`config.mk`:
```
export PLATFORM = sky130hd
export DESIGN_NAME = xor_lag_search
export DESIGN_NICKNAME = d
export VERILOG_FILES = /design/src/rtl/lag_search_pkg.sv /design/src/rtl/ones_count8.sv /design/src/rtl/byte_align.sv /design/src/rtl/lag_pick.sv /design/src/rtl/xor_lag_search.sv
export SDC_FILE = /design/constraint.sdc
export NUM_CORES = 1
export LEC_CHECK = 0
export ABC_AREA = 1
export CAP_MARGIN = 0
export CORE_ASPECT_RATIO = 1.75
export CORE_MARGIN = 4
export CORE_UTILIZATION = 60
export DETAILED_ROUTE_END_ITERATION = 6
export PLACE_DENSITY = 0.83
export REMOVE_ABC_BUFFERS = 1
export SYNTH_ARGS = -nofsm -noshare
export SYNTH_HDL_FRONTEND = slang
export SYNTH_SLANG_ARGS = --single-unit
```
`constraint.sdc`:
```
create_clock -name clk -period 14.5 [get_ports clk]
set_clock_uncertainty 0.05 [all_clocks]
set_input_delay 4.35 -clock clk [delete_from_list [all_inputs] [get_ports clk]]
set_output_delay 4.35 -clock clk [all_outputs]
set_load 0.1 [all_outputs]
```
`src/rtl/lag_search_pkg.sv`:
```
package lag_search_pkg;

    typedef enum logic [2:0] {
        S_IDLE,
        S_PRIME,
        S_LOAD,
        S_ACCUM,
        S_DECIDE
    } srch_state_e;

endpackage

```
`src/rtl/ones_count8.sv`:
```
module ones_count8 (
    input  logic [7:0] vec_i,
    output logic [3:0] cnt_o
);

    logic [1:0] pair_sum [4];
    logic [2:0] quad_sum [2];

    for (genvar p = 0; p < 4; p++) begin : g_pair
        assign pair_sum[p] = {1'b0, vec_i[2*p]} + {1'b0, vec_i[2*p+1]};
    end

    for (genvar q = 0; q < 2; q++) begin : g_quad
        assign quad_sum[q] = {1'b0, pair_sum[2*q]} + {1'b0, pair_sum[2*q+1]};
    end

    assign cnt_o = {1'b0, quad_sum[0]} + {1'b0, quad_sum[1]};

endmodule

```
`src/rtl/byte_align.sv`:
```
module byte_align (
    input  logic [7:0] early_i,
    input  logic [7:0] late_i,
    input  logic [2:0] shift_i,
    output logic [7:0] byte_o
);

    logic [15:0] pair_w;
    logic [7:0]  cand [8];

    assign pair_w = {early_i, late_i};

    for (genvar s = 0; s < 8; s++) begin : g_tap
        assign cand[s] = pair_w[15-s -: 8];
    end

    assign byte_o = cand[shift_i];

endmodule

```
`src/rtl/lag_pick.sv`:
```
module lag_pick #(
    parameter int SUM_W = 16,
    parameter int LAG_W = 7
) (
    input  logic [SUM_W-1:0] sum_i,
    input  logic [SUM_W-1:0] best_i,
    input  logic [LAG_W-1:0] best_lag_i,
    input  logic [LAG_W-1:0] cur_lag_i,
    output logic [SUM_W-1:0] best_o,
    output logic [LAG_W-1:0] best_lag_o
);

    logic better;

    assign better     = sum_i < best_i;
    assign best_o     = better ? sum_i : best_i;
    assign best_lag_o = better ? cur_lag_i : best_lag_i;

endmodule

```
`src/rtl/xor_lag_search.sv`:
```
module xor_lag_search
    import lag_search_pkg::*;
#(
    parameter int ADDR_W = 6,
    parameter int LAGB_W = 3,
    parameter int SUM_W  = 16,
    localparam int LAG_W = LAGB_W + 4,
    localparam int TAU_W = LAG_W + 1
) (
    input  logic                     clk,
    input  logic                     rst_n,
    input  logic                     start_i,
    input  logic [ADDR_W-1:0]        cfg_nbytes_i,
    input  logic [LAGB_W-1:0]        cfg_lagbytes_i,
    output logic [ADDR_W-1:0]        ref_addr_o,
    input  logic [7:0]               ref_data_i,
    output logic [ADDR_W-1:0]        shf_addr_o,
    input  logic [7:0]               shf_data_i,
    output logic                     done_o,
    output logic signed [TAU_W-1:0]  tau_o,
    output logic [SUM_W-1:0]         min_o
);

    localparam int JOFF_W = LAG_W - 3;

    srch_state_e state_q, state_d;

    logic [ADDR_W-1:0] nb_q;
    logic [LAGB_W-1:0] lb_q;
    logic [ADDR_W-1:0] win_q;
    logic [LAG_W-1:0]  j_q;
    logic [ADDR_W-1:0] b_q;
    logic [7:0]        prev_q;
    logic [SUM_W-1:0]  sum_q;
    logic [SUM_W-1:0]  min_q;
    logic [LAG_W-1:0]  lag_q;

    logic [JOFF_W-1:0] j_byte;
    logic [ADDR_W-1:0] j_base;
    logic [ADDR_W-1:0] lb_ext;
    logic [LAG_W-1:0]  j_last;
    logic [LAG_W-1:0]  bound;
    logic              span_end;
    logic [7:0]        aligned;
    logic [7:0]        diff_bits;
    logic [3:0]        diff_cnt;
    logic [SUM_W-1:0]  pick_min;
    logic [LAG_W-1:0]  pick_lag;
    logic [TAU_W-1:0]  tau_calc;

    assign j_byte   = j_q[LAG_W-1:3];
    assign j_base   = ADDR_W'(j_byte);
    assign lb_ext   = ADDR_W'(lb_q);
    assign bound    = LAG_W'({lb_q, 3'b000});
    assign j_last   = {lb_q, 4'b0000} - LAG_W'(1);
    assign span_end = (b_q == win_q - ADDR_W'(1));

    byte_align u_align (
        .early_i (prev_q),
        .late_i  (shf_data_i),
        .shift_i (j_q[2:0]),
        .byte_o  (aligned)
    );

    assign diff_bits = ref_data_i ^ aligned;

    ones_count8 u_count (
        .vec_i (diff_bits),
        .cnt_o (diff_cnt)
    );

    lag_pick #(
        .SUM_W (SUM_W),
        .LAG_W (LAG_W)
    ) u_pick (
        .sum_i      (sum_q),
        .best_i     (min_q),
        .best_lag_i (lag_q),
        .cur_lag_i  (j_q),
        .best_o     (pick_min),
        .best_lag_o (pick_lag)
    );

    assign tau_calc = TAU_W'(bound) - TAU_W'(pick_lag);

    // Read addresses: the slid channel runs one byte ahead of the reference.
    always_comb begin
        ref_addr_o = '0;
        shf_addr_o = '0;
        unique case (state_q)
            S_PRIME: begin
                shf_addr_o = j_base;
            end
            S_LOAD: begin
                shf_addr_o = j_base + ADDR_W'(1);
                ref_addr_o = lb_ext;
            end
            S_ACCUM: begin
                shf_addr_o = j_base + b_q + ADDR_W'(2);
                ref_addr_o = lb_ext + b_q + ADDR_W'(1);
            end
            default: begin
                shf_addr_o = '0;
                ref_addr_o = '0;
            end
        endcase
    end

    always_comb begin
        state_d = state_q;
        unique case (state_q)
            S_IDLE:   if (start_i) state_d = S_PRIME;
            S_PRIME:  state_d = S_LOAD;
            S_LOAD:   state_d = (win_q == '0) ? S_DECIDE : S_ACCUM;
            S_ACCUM:  if (span_end) state_d = S_DECIDE;
            S_DECIDE: state_d = (j_q == j_last) ? S_IDLE : S_PRIME;
            default:  state_d = S_IDLE;
        endcase
    end

    always_ff @(posedge clk or negedge rst_n) begin
        if (!rst_n) state_q <= S_IDLE;
        else        state_q <= state_d;
    end

    always_ff @(posedge clk or negedge rst_n) begin
        if (!rst_n) begin
            nb_q   <= '0;
            lb_q   <= '0;
            win_q  <= '0;
            j_q    <= '0;
            b_q    <= '0;
            prev_q <= '0;
            sum_q  <= '0;
            min_q  <= '0;
            lag_q  <= '0;
            done_o <= 1'b0;
            tau_o  <= '0;
            min_o  <= '0;
        end else begin
            done_o <= 1'b0;
            unique case (state_q)
                S_IDLE: begin
                    if (start_i) begin
                        nb_q  <= cfg_nbytes_i;
                        lb_q  <= cfg_lagbytes_i;
                        win_q <= cfg_nbytes_i - ADDR_W'({cfg_lagbytes_i, 1'b0});
                        j_q   <= '0;
                        min_q <= '1;
                        lag_q <= LAG_W'({cfg_lagbytes_i, 3'b000});
                    end
                end
                S_PRIME: begin
                    sum_q <= '0;
                end
                S_LOAD: begin
                    prev_q <= shf_data_i;
                    b_q    <= '0;
                end
                S_ACCUM: begin
                    sum_q  <= sum_q + SUM_W'(diff_cnt);
                    prev_q <= shf_data_i;
                    b_q    <= b_q + ADDR_W'(1);
                end
                S_DECIDE: begin
                    min_q <= pick_min;
                    lag_q <= pick_lag;
                    j_q   <= j_q + LAG_W'(1);
                    if (j_q == j_last) begin
                        done_o <= 1'b1;
                        tau_o  <= $signed(tau_calc);
                        min_o  <= pick_min;
                    end
                end
                default: begin
                    done_o <= 1'b0;
                end
            endcase
        end
    end

endmodule

```
==> impl_metrics.py <==
metrics = {
    "timing": {
        "fin_setup_tns_ns": 0,
        "hold_viol_final": 0,
        "hold_slack_ns": 0.435,
        "rsz0062_at_grt": "false",
        "fin_crit_sh_pct": 61.5,
        "tightest_slew_ns": 1.07,
        "max_slew_margin_pct": 28.3,
        "drv_slew": 0,
        "fin_crit_ns": 8.92,
        "worst_slack_ns": 5.58,
        "clock.fmax_mhz": 112,
        "setup_violations": 0,
    },
    "power": {
        "ir_drop_mv": 0.220,
        "internal_power_w": 0.000857,
        "p_leak_nw": 3.48,
        "pwr-share-clk_pct": 12.6,
        "seqPwrFrac_pct": 24.3,
        "comb_power_share_pct": 63.0,
        "switchingPower_w": 0.000894,
        "switching_share_pct": 51.1,
        "p_per_area_nw_per_um2": 237,
    },
    "yosys": {
        "synth-async-reset-ratio_pct": 100,
        "synthFlopType": "dfrtp_1",
        "synth_edf_count": 0,
        "ys_seq_area_share_pct": 37.8,
        "netlist_area_um2": 6420,
        "synth_area_leaders": "dfrtp_1, nand2_1, ha_1",
        "synth_top_area_share_pct": 37.8,
        "yosys_register_bits": 97,
        "yosys.area.top_type": "dfrtp_1",
        "yosysWarningCount": 0,
        "synthCells": 810,
        "ys_types": 46,
        "avgSynthCellArea_um2": 7.93,
    },
    "place": {
        "place_hpwl_um": 12300,
        "dp.cells": 979,
        "io_buffers": 64,
        "gp_congestion": 0.937,
        "place_ws_ns": 5.23,
    },
    "setup_path": {
        "worst-setup-path-type": "primary input to register",
        "start_kind": "primary input",
        "worst_setup_path_end_kind": "register",
        "path_max_fanout": 5,
        "required_ns": 14.68,
        "arrival_ns": 9.10,
    },
    "job": {
        "maxCapViolCount": 0,
    },
    "clocking": {
        "cts_resized": 0,
        "cts_setup_buffers": 0,
        "cts_tree": "built",
        "worstSkewPairLatency_ns": 0.35,
        "cts_buffers": 9,
        "clockRootBuffer": "clkbuf_16",
        "h-tree-depth": 3,
        "ctsLongestPathBuffers": 2,
        "path_clk_slew_ns": 0.07,
        "postCtsHoldBufs": 0,
        "cts.sinks": 97,
    },
    "routing": {
        "wl_um": 16100,
        "avgRoutedWirePerCell_um": 16.2,
        "via_per_inst": 5.65,
        "drc": 0,
        "drtAntennaViolNets": 0,
        "firstDrtPassIters": 5,
        "drtIter0Drc": 279,
        "vias": 5617,
    },
    "finish": {
        "layout_common_cells": "nand2_1, inv_1, dfrtp_1",
        "layout_commonest_cell": "nand2_1",
        "diodes": 0,
        "fillCellCount": 820,
        "drive_gt1_share_pct": 8.87,
        "syn_to_final_growth_pct": 14.9,
        "stdcell_count": 995,
        "utilization_pct": 71.2,
        "nets": 943,
    },
    "die": {
        "core_area_um2": 10400,
        "fp-row-count": 49,
        "initial_core_util_pct": 62.0,
        "die_width_um": 86.2,
        "io_pins": 65,
        "die-height_um": 145,
        "dieArea_um2": 12500,
    },
    "global_route": {
        "antenna_found_initial": 0,
        "grt_start_max_net_pins": 73,
        "grt-ovfl-total": 0,
        "grt.total_usage_pct": 27.1,
        "grt_first_pass_wirelength_um": 26800,
        "grt_pass1_vias": 5853,
    },
    "run_status": {
        "status": "completed",
    },
    "min_path": {
        "holdCritPathClass": "register to register",
    },
}
[registers in the layout (all words and copies together) (netlist names)]
signal   cells
b_q          6
done_o       1
j_q          7
lag_q        7
lb_q         3
min_o       16
min_q       16
prev_q       8
state_q      3
sum_q       16
tau_o        8
win_q        6
[cell usage after synthesis (all sizes together), types with 8 or more instances]
library cell and n:
nor2 41, fa 8, inv 123, ha 44, o21ai 120, a21oi 33, dfrtp 97, buf 12
nand2 195, nor3 16, nand3 33, o22ai 8, clkbuf 14, xnor2 9, xor2 21
[per-stage QoR]
stage	area [um2]	power [W]
detailed placement	7110	0.00153
finish	7380	0.00175
global placement	7110	0.00148
floorplan	6280	0.00123
CTS	7380	0.00176
global route	7380	0.00191
[layout make-up]
cell class	count	area, um2	area share [%]
inverter	124	465	6.31
timing repair buffer	68	668	9.05
clock buffer	9	225	3.05
clock inverter	7	45.0	0.610
sequential	97	2430	32.9
multi-input combinational	563	3390	45.9
tap	127	159	2.15
[kinds of logic after synthesis]
logic type                 Yosys count  synth area share [%]
and+or+nand+nor                    299                  20.9
AOI/OAI and AO/OA                  178                  16.1
buffers and inverters              150                  9.39
DFF                                 97                  37.8
adders and majority gates           52                  11.1
xor gates and xnor gates            30                  4.09
muxes                                4                 0.623
[final timing paths]
check,from,slack (ns),end,cells past startpoint
worst max register to register,j_q[1],9.12,sum_q[10],25
worst max-delay path,shf_data_i[6],5.58,sum_q[10],24
worst min-delay path,tau_o[3],0.43,tau_o[3],2
worst min register to register,tau_o[3],0.43,tau_o[3],2
max in group asynchronous,rst_n,9.30,prev_q[1],2
min in group asynchronous,rst_n,3.86,min_o[6],1
[worst max-delay path, stage by stage]
cell	delay, ns
clkdlybuf4s50_1	0.49
inv_1	0.06
o21ai_0	0.26
o21ai_0	0.16
o21ai_0	0.21
xor2_1	0.22
fa_1	0.47
fa_1	0.54
inv_1	0.06
fa_1	0.47
inv_1	0.09
fa_1	0.23
inv_1	0.07
fa_1	0.36
inv_1	0.08
nand2_1	0.07
nand2_1	0.06
a21oi_1	0.08
nor2_1	0.16
nand2_1	0.07
nor2_1	0.23
nand2_1	0.11
o21ai_0	0.15
a21oi_1	0.05
[metal layers]
| layer | vias to the layer above | wire length (um) | global-route usage (%) |
|---|---|---|---|
| met5 | - | 0 | 0 |
| met4 | 0 | 715 | 14.2 |
| met3 | 63 | 597 | 3.91 |
| met1 | 2643 | 5860 | 29.3 |
| li1 | 2740 | - | - |
| met2 | 171 | 8920 | 50.5 |
[power by group through the flow]
stage	registers, W	logic (W)	clock network [W]
3_5_place_dp	0.000429	0.00111	0
5_1_grt	0.000434	0.00123	0.000237
2_1_floorplan	0.000425	0.000804	0
3_3_place_gp	0.000425	0.00106	0
4_1_cts	0.000424	0.00111	0.000225
6_report	0.000426	0.00110	0.000221
Note: power is estimated with default switching activity, not from simulation.
